==> config.mk <==
export PLATFORM = sky130hd
export DESIGN_NAME = slp_clk_ctrl
export DESIGN_NICKNAME = d
export VERILOG_FILES = /design/src/rtl/slp_pkg.sv /design/src/rtl/slp_clk_gate.sv /design/src/rtl/slp_wake_detect.sv /design/src/rtl/slp_sleep_fsm.sv /design/src/rtl/slp_clk_ctrl.sv
export SDC_FILE = /design/constraint.sdc
export NUM_CORES = 1
export LEC_CHECK = 0
export BUFFER_PORTS_ARGS = -buffer_cell sky130_fd_sc_hd__buf_2
export CAP_MARGIN = 20
export CELL_PAD_IN_SITES_DETAIL_PLACEMENT = 1
export CELL_PAD_IN_SITES_GLOBAL_PLACEMENT = 2
export CORE_MARGIN = 10
export CORE_UTILIZATION = 13
export CTS_BUF_LIST = sky130_fd_sc_hd__clkbuf_4 sky130_fd_sc_hd__clkbuf_8
export DETAILED_ROUTE_END_ITERATION = 16
export MAX_ROUTING_LAYER = met4
export PLACE_DENSITY = 0.82
export SYNTH_ARGS = -nofsm -noshare
export SYNTH_HDL_FRONTEND = slang
export SYNTH_HIERARCHICAL = 1
export SYNTH_SLANG_ARGS = --single-unit
==> constraint.sdc <==
create_clock -name clk -period 1.3 [get_ports clk]
set_clock_uncertainty 0.1 [all_clocks]
set_input_delay 0.26 -clock clk [delete_from_list [all_inputs] [get_ports clk]]
set_output_delay 0.26 -clock clk [all_outputs]
set_load 0.01 [all_outputs]
==> src/rtl/slp_pkg.sv <==
package slp_pkg;
   typedef struct packed {
      logic ref_on;
      logic idle_hold;
      logic arm;
   } slp_cfg_t;
endpackage

==> src/rtl/slp_clk_gate.sv <==
module slp_clk_gate #(
   parameter int N_TMR = 2
) (
   input  logic             asleep,
   input  slp_pkg::slp_cfg_t cfg,
   input  logic             pll_tick,
   input  logic             ref_tick,
   input  logic [N_TMR-1:0] tmr_src,
   output logic             mc_en,
   output logic             cpu_en,
   output logic [N_TMR-1:0] tmr_en
);
   logic ref_clk;

   always_comb begin
      if (!asleep)            mc_en = pll_tick;
      else if (cfg.idle_hold) mc_en = 1'b0;
      else                    mc_en = pll_tick & cfg.ref_on;
   end

   assign cpu_en  = pll_tick & ~asleep;
   assign ref_clk = ref_tick & cfg.ref_on;

   for (genvar t = 0; t < N_TMR; t++) begin : g_tmr
      assign tmr_en[t] = tmr_src[t] ? ref_clk : mc_en;
   end
endmodule

==> src/rtl/slp_wake_detect.sv <==
module slp_wake_detect #(
   parameter int N_IRQ       = 7,
   parameter int SYNC_STAGES = 2
) (
   input  logic             clk,
   input  logic             rst_n,
   input  logic             asleep,
   input  logic             arm,
   input  logic             mc_en,
   input  logic [N_IRQ-1:0] irq,
   output logic             wake_go
);
   logic             any_irq;
   logic             cap_latch;
   logic [SYNC_STAGES-1:0] sync_q;
   logic             sync_go;
   logic             async_go;

   assign any_irq  = |irq;
   assign sync_go  = asleep & ~arm & mc_en & any_irq;
   assign async_go = asleep & arm & sync_q[SYNC_STAGES-1];
   assign wake_go  = sync_go | async_go;

   always_ff @(posedge clk or negedge rst_n) begin
      if (!rst_n)                cap_latch <= 1'b0;
      else if (async_go)         cap_latch <= 1'b0;
      else if (asleep && arm && any_irq) cap_latch <= 1'b1;
   end

   for (genvar s = 0; s < SYNC_STAGES; s++) begin : g_sync
      always_ff @(posedge clk or negedge rst_n) begin
         if (!rst_n)        sync_q[s] <= 1'b0;
         else if (async_go) sync_q[s] <= 1'b0;
         else if (s == 0)   sync_q[s] <= cap_latch;
         else               sync_q[s] <= sync_q[(s == 0) ? 0 : s-1];
      end
   end


   latch_hold_chk: assert property (@(posedge clk) disable iff (!rst_n)
      (cap_latch && asleep && !async_go) |=> cap_latch);
endmodule

==> src/rtl/slp_sleep_fsm.sv <==
module slp_sleep_fsm (
   input  logic clk,
   input  logic rst_n,
   input  logic idle_req,
   input  logic pll_tick,
   input  logic wake_go,
   output logic asleep,
   output logic wake
);
   always_ff @(posedge clk or negedge rst_n) begin
      if (!rst_n) begin
         asleep <= 1'b0;
         wake   <= 1'b0;
      end else begin
         wake <= asleep & wake_go;
         if (asleep && wake_go)                  asleep <= 1'b0;
         else if (!asleep && pll_tick && idle_req) asleep <= 1'b1;
      end
   end
endmodule

==> src/rtl/slp_clk_ctrl.sv <==
module slp_clk_ctrl #(
   parameter int CTRL_W      = 16,
   parameter int REF_BIT_A   = 8,
   parameter int REF_BIT_B   = 9,
   parameter int HOLD_BIT    = 10,
   parameter int ARM_BIT     = 11,
   parameter int N_TMR       = 2,
   parameter int N_IRQ       = 7,
   parameter int SYNC_STAGES = 2
) (
   input  logic              clk,
   input  logic              rst_n,
   input  logic [CTRL_W-1:0] ctrl,
   input  logic [N_TMR-1:0]  tmr_src,
   input  logic              idle_req,
   input  logic              pll_tick,
   input  logic              ref_tick,
   input  logic [N_IRQ-1:0]  irq,
   output logic              mc_en,
   output logic              cpu_en,
   output logic [N_TMR-1:0]  tmr_en,
   output logic              ref_osc_en,
   output logic              asleep,
   output logic              wake
);
   localparam int MAX_BIT = CTRL_W - 1;

   if (REF_BIT_A > MAX_BIT || REF_BIT_B > MAX_BIT ||
       HOLD_BIT > MAX_BIT || ARM_BIT > MAX_BIT) begin : g_bad_bit
      $error("control bit position outside register image");
   end
   if (SYNC_STAGES < 2) begin : g_bad_sync
      $error("synchronizer needs at least two stages");
   end
   if (N_TMR < 1 || N_IRQ < 1) begin : g_bad_cnt
      $error("timer and interrupt counts must be positive");
   end

   slp_pkg::slp_cfg_t cfg;
   logic wake_go;
   logic unused_ctrl;

   assign cfg.ref_on    = ctrl[REF_BIT_A] | ctrl[REF_BIT_B];
   assign cfg.idle_hold = ctrl[HOLD_BIT];
   assign cfg.arm       = ctrl[ARM_BIT];
   assign ref_osc_en    = cfg.ref_on;
   assign unused_ctrl   = ^ctrl;

   slp_sleep_fsm u_fsm (
      .clk(clk), .rst_n(rst_n), .idle_req(idle_req), .pll_tick(pll_tick),
      .wake_go(wake_go), .asleep(asleep), .wake(wake)
   );

   slp_wake_detect #(.N_IRQ(N_IRQ), .SYNC_STAGES(SYNC_STAGES)) u_wake (
      .clk(clk), .rst_n(rst_n), .asleep(asleep), .arm(cfg.arm),
      .mc_en(mc_en), .irq(irq), .wake_go(wake_go)
   );

   slp_clk_gate #(.N_TMR(N_TMR)) u_gate (
      .asleep(asleep), .cfg(cfg), .pll_tick(pll_tick), .ref_tick(ref_tick),
      .tmr_src(tmr_src), .mc_en(mc_en), .cpu_en(cpu_en), .tmr_en(tmr_en)
   );


   cpu_sleep_chk: assert property (@(posedge clk) disable iff (!rst_n)
      asleep |-> !cpu_en);

   mc_halt_chk: assert property (@(posedge clk) disable iff (!rst_n)
      (asleep && cfg.idle_hold) |-> !mc_en);

   enter_chk: assert property (@(posedge clk) disable iff (!rst_n)
      (!asleep && pll_tick && idle_req) |=> asleep);

   sync_hold_chk: assert property (@(posedge clk) disable iff (!rst_n)
      (asleep && !cfg.arm && !mc_en && $stable(ctrl)) |=> asleep);

   wake_pulse_chk: assert property (@(posedge clk) disable iff (!rst_n)
      wake |-> (!asleep && $past(asleep)));
endmodule

==> flow_metrics.py, run 1 <==
metrics = {
    "run_status": {
        "status": "finished with violations",
        "violations": "negative setup slack",
    },
    "global_routing": {
        "antenna_found_initial": 0,
        "grt_max_degree": 6,
        "track_usage_pct": 5.46,
        "grt_first_pass_wirelength_mm": 1.69,
        "grt_overflow": 0,
        "grt_pass1_vias": 413,
    },
    "synthesis": {
        "yosysTopAreaCell": "dfrtp_1",
        "ys_seq_area_share_pct": 47.2,
        "ys_ff_latch": 5,
        "yosysUniqueCellTypes": 16,
        "synth_top_cell_area_share_pct": 47.2,
        "postSynthCellCount": 28,
        "syn_area_um2": 265,
        "syn_nets": 58,
        "postSynthAreaPerCell_um2": 9.47,
        "yosysWarnings": 6,
        "yosys-top-cells-area": "dfrtp_1, nand3_1, o21ai_1",
    },
    "place": {
        "dp_cells": 82,
        "routabilityCongestion": 0.596,
        "dp_hpwl_um": 887,
        "io_buffers": 24,
    },
    "timing": {
        "period_needed_ns": 1.49,
        "period_share_pct": 114,
        "relSlewSlack_pct": 84.1,
        "rsz0062_at_grt": "yes",
        "slew_viol_final": 0,
        "setup_slack_ns": -0.185,
        "worst_pin_slew_ns": 0.237,
        "hold_viol_final": 0,
        "fmax_mhz": 673,
        "setup_viol": 5,
    },
    "floorplanning": {
        "design.core.area_mm2": 0.00194,
        "die_w_um": 65.2,
        "placementRows": 16,
        "ios": 37,
        "die_height_um": 65.2,
        "start_util_pct": 13.7,
        "die_area_mm2": 0.00425,
    },
    "layout": {
        "final_cell_mix": "buf_2, dfrtp_1, buf_6, buf_4",
        "final_core_utilization_pct": 27.9,
        "fillers": 245,
        "instances_no_fill": 90,
        "area_delta_synth_final_pct": 104,
        "diodes": 0,
        "drive_above_1_share_pct": 65.1,
        "final_common_cell": "buf_2",
        "fin_nets": 94,
    },
    "drt": {
        "ant_nets": 0,
        "wire_per_inst_um": 11.8,
        "wl_mm": 1.06,
        "drtPass1Iterations": 2,
        "vias_per_cell": 3.87,
        "drtIter0Drc": 2,
        "drc": 0,
        "vias": 348,
    },
    "worst_setup_path": {
        "crit_start": "ctrl[9]",
        "crit_type": "primary input to output pin",
        "r2r_setup_slack_ns": 0,
        "path_max_fanout": 3,
        "r2r_end": "u_fsm/wake",
        "rr_worst_depth": 7,
        "arrival_ns": 1.13,
        "start_kind": "primary input",
        "cp-end-kind": "output pin",
        "r2r-start": "u_fsm/asleep",
        "crit_end": "tmr_en[0]",
        "required_ns": 0.94,
    },
    "cts": {
        "ctsRootBufferMaster": "clkbuf_4",
        "cts_tree": "built",
        "clock_sinks": 5,
        "clkLatencyLatePin_ns": 0.25,
        "cts_made_buffers": 3,
        "clockBufferDepth": 2,
        "path_clk_slew_ns": 0.05,
        "htreeDepth": 1,
    },
    "power_and_ir_drop": {
        "leakagePower_nw": 0.284,
        "max-vdd-ir-drop_mv": 0.701,
        "powerDensity_mw_per_mm2": 1570,
    },
    "min_path": {
        "holdPathStages": 3,
        "worst_hold_path_type": "primary input to register",
    },
    "flow_run": {
        "cap_violations": 0,
    },
}
[how the worst min path moves through the flow]
stage | start | end | slack [ns]
global placement | rst_n | u_wake/sync_q[1] | -0.02
global route | idle_req | u_fsm/asleep | 0.14
floorplan | rst_n | u_fsm/asleep | -0.14
CTS | idle_req | u_fsm/asleep | 0.14
finish | idle_req | u_fsm/asleep | 0.14
detailed placement | rst_n | u_fsm/wake | -0.02
[power breakdown]
group | leakage [nW] | switching [mW] | internal [mW]
Sequential | 0.0596 | 0.0319 | 0.229
Combinational | 0.207 | 0.179 | 0.218
Clock | 0.0177 | 0.0820 | 0.112
[metal layers]
metal	vias up	part of all wire, %	track usage, %
li1	166	-	-
met1	154	45	5.22
met2	24	41	7.80
met3	4	12	4.07
met4	0	2.0	3.21
met5	-	0	-
[area by class of cell]
| class | count | area [um2] | share of cell area (%) |
|---|---|---|---|
| Inverter | 3 | 11.3 | 2.08 |
| Sequential cell | 5 | 125 | 23.1 |
| Multi-Input combinational cell | 20 | 149 | 27.5 |
| Clock buffer | 3 | 22.5 | 4.16 |
| Timing Repair Buffer | 31 | 195 | 36.0 |
| Clock inverter | 1 | 5.00 | 0.924 |
| Tap cell | 27 | 33.8 | 6.24 |
[repair_timing]
action                                 in CTS  in global routing
pin swaps                                   1                  1
hold buffers                                1                  0
buffers inserted                            3                  0
gates resized for setup                     6                  0
setup endpoints to repair                   6                  7
endpoints found under the hold margin       5                  0
[cells by family (layout without fill, tap and decap cells)]
| family | count (synthesis) | in the layout | share of synthesized area, % |
|---|---|---|---|
| and+or+nand+nor | 14 | 14 | 33.0 |
| AOI/OAI and AO/OA | 5 | 5 | 11.8 |
| DFF | 5 | 5 | 47.2 |
| buffers and inverters | 3 | 38 | 4.24 |
| muxes | 1 | 1 | 3.77 |
[state kept, by name (all words and copies together), names as in the netlist]
signal,count
u_wake/sync_q,2
u_fsm/asleep,1
u_wake/cap_latch,1
u_fsm/wake,1
[worst max-delay path: stages]
cell,delay [ns]
buf_6,0.09
or2_4,0.23
and2b_1,0.16
o21ai_2,0.17
o21ai_1,0.07
buf_2,0.14
[Yosys cell counts]
master and n:
nand2_1 3, o21ai_1 3, o21ai_2 1, or2_1 1, and2_1 1, mux2i_1 1, nor4_2 1, and2_2 1
dfrtp_1 5, or4_1 1, nand3_1 3, nand3b_1 1, nor2b_1 1, inv_1 3, o31ai_1 1, and2b_1 1
[through the flow]
step	TNS, ns	hold WS [ns]	setup WS, ns	power, mW	instance area (um2)
after global placement	-1.26	-0.0228	-0.291	0.557	457
final	-0.633	0.141	-0.185	0.852	542
after global routing	-1.04	0.138	-0.262	0.919	542
after detailed placement	-1.31	-0.0196	-0.296	0.564	457
after CTS	-0.682	0.138	-0.193	0.860	542
after floorplan	-0.195	-0.136	-0.130	0.418	280
(Power assumes the default switching activity.)
==> inputs of run 2 (changes only) <==
Settings changed: CORE_UTILIZATION 13 to 14, PLACE_DENSITY 0.82 to 0.87.
Clock period 1.3 ns to 1.85 ns, I/O delays scaled along.
==> flow_metrics.py, run 2 (same netlist as run 1, synthesis figures left out) <==
metrics = {
    "layout": {
        "seqCellArea_um2": 126,
        "final_common_cell": "buf_2",
        "diodes": 0,
        "area_delta_synth_final_pct": 71.7,
        "final_cell_mix": "buf_2, dfrtp_1",
        "largest-register": "u_wake/sync_q",
        "largest_reg_flops": 2,
        "fillers": 233,
        "drive_above_1_share_pct": 56.1,
        "multiInputGateArea_um2": 129,
        "fin_nets": 88,
    },
    "global_routing": {
        "grt_max_degree": 9,
        "track_usage_pct": 4.77,
        "antenna_found_initial": 0,
        "grt_overflow": 0,
        "grt_pass1_vias": 327,
        "grt_first_pass_wirelength_mm": 1.48,
    },
    "timing": {
        "period_needed_ns": 1.75,
        "worst_pin_slew_ns": 0.273,
        "hold_viol_final": 0,
        "period_share_pct": 94.4,
        "setup_tns_ns": 0,
        "slew_viol_final": 0,
        "relSlewSlack_pct": 81.7,
        "rsz0062_at_grt": "no",
        "setup_viol": 0,
        "fmax_mhz": 573,
    },
    "place": {
        "io_buffers": 24,
        "routabilityCongestion": 0.622,
        "dp_hpwl_um": 833,
    },
    "power_and_ir_drop": {
        "powerDensity_mw_per_mm2": 1100,
        "max-vdd-ir-drop_mv": 0.259,
        "leakagePower_nw": 0.242,
        "finalPower_mw": 0.501,
    },
    "run_status": {
        "status": "finished clean",
    },
    "cts": {
        "htreeDepth": 1,
        "ctsRootBufferMaster": "clkbuf_4",
        "clockBufferDepth": 2,
        "cts_made_buffers": 3,
        "path_clk_slew_ns": 0.05,
        "clock_sinks": 5,
        "cts_tree": "built",
        "cts_setup_buffers": 0,
        "clkLatencyLatePin_ns": 0.25,
    },
    "floorplanning": {
        "ios": 37,
        "design.core.area_mm2": 0.00176,
        "die_w_um": 63.5,
        "placementRows": 15,
        "die_height_um": 63.5,
        "die_area_mm2": 0.00404,
        "start_util_pct": 15.0,
    },
    "drt": {
        "vias": 304,
        "wl_um": 937,
        "drtPass1Iterations": 4,
        "ant_nets": 0,
        "vias_per_cell": 3.71,
        "drtIter0Drc": 4,
        "drc": 0,
        "wire_per_inst_um": 11.4,
    },
    "worst_setup_path": {
        "crit_type": "primary input to output pin",
        "r2r_setup_slack_ns": 0.56,
        "start_kind": "primary input",
        "path_max_fanout": 4,
        "cp-end-kind": "output pin",
        "required_ns": 1.38,
        "arrival_ns": 1.28,
    },
    "flow_run": {
        "cap_violations": 0,
    },
    "min_path": {
        "worst_hold_path_type": "primary input to register",
    },
}
[run 2: worst max-delay path, cell delays in order]
cell     delay (ns)
buf_2          0.09
or2_1          0.26
and2b_1        0.18
o21ai_2        0.16
inv_1          0.07
buf_2          0.14
[run 2: area by class of cell]
class                      count  share of cell area [%]
clock buffer                   3                    4.95
clock inverter                 1                    1.10
inverter                       3                    2.47
multi-input combinational     20                    28.3
sequential                     5                    27.7
tap                           25                    6.87
timing repair buffer          25                    28.6
[run 2: path summary, 6_finish.rpt]
kind,endpoint,cells after the start,from
max,mc_en,6,ctrl[9]
min,u_fsm/asleep,3,idle_req
max reg2reg,u_fsm/wake,6,u_fsm/asleep
min reg2reg,u_wake/sync_q[1],1,u_wake/sync_q[0]
max in group asynchronous,u_fsm/asleep,2,rst_n
min in group asynchronous,u_wake/sync_q[0],2,rst_n
[run 2: what timing repair did]
action,CTS,global route
setup endpoints to repair,0,2
resized for setup,0,1
hold endpoints to repair,5,0
hold buffers,1,0
[run 2: metal layers]
metal	global-route usage, %	vias up	part of all wire, %
li1	-	155	-
met1	5.00	133	42
met2	7.04	16	49
met3	3.18	0	8.5
met4	1.64	0	0
met5	-	-	0
[run 2: where the power goes]
group / internal, mW / switching (mW) / total, mW
Sequential: 0.163 / 0.0377 / 0.201
Combinational: 0.0827 / 0.0868 / 0.170
Clock: 0.0786 / 0.0522 / 0.131
Total: 0.325 / 0.177 / 0.501
[run 2: per-stage QoR]
step	worst slack, ns	hold WS [ns]	std cells	cell area [um2]	utilization (%)
after floorplan	0.249	-0.0256	28	265	-
after global placement	0.102	0.0858	77	417	23.6
after detailed placement	0.0855	0.0870	77	417	23.6
after CTS	0.0832	0.253	82	454	25.7
after global routing	0.00806	0.267	82	455	25.8
final	0.103	0.255	82	455	25.8
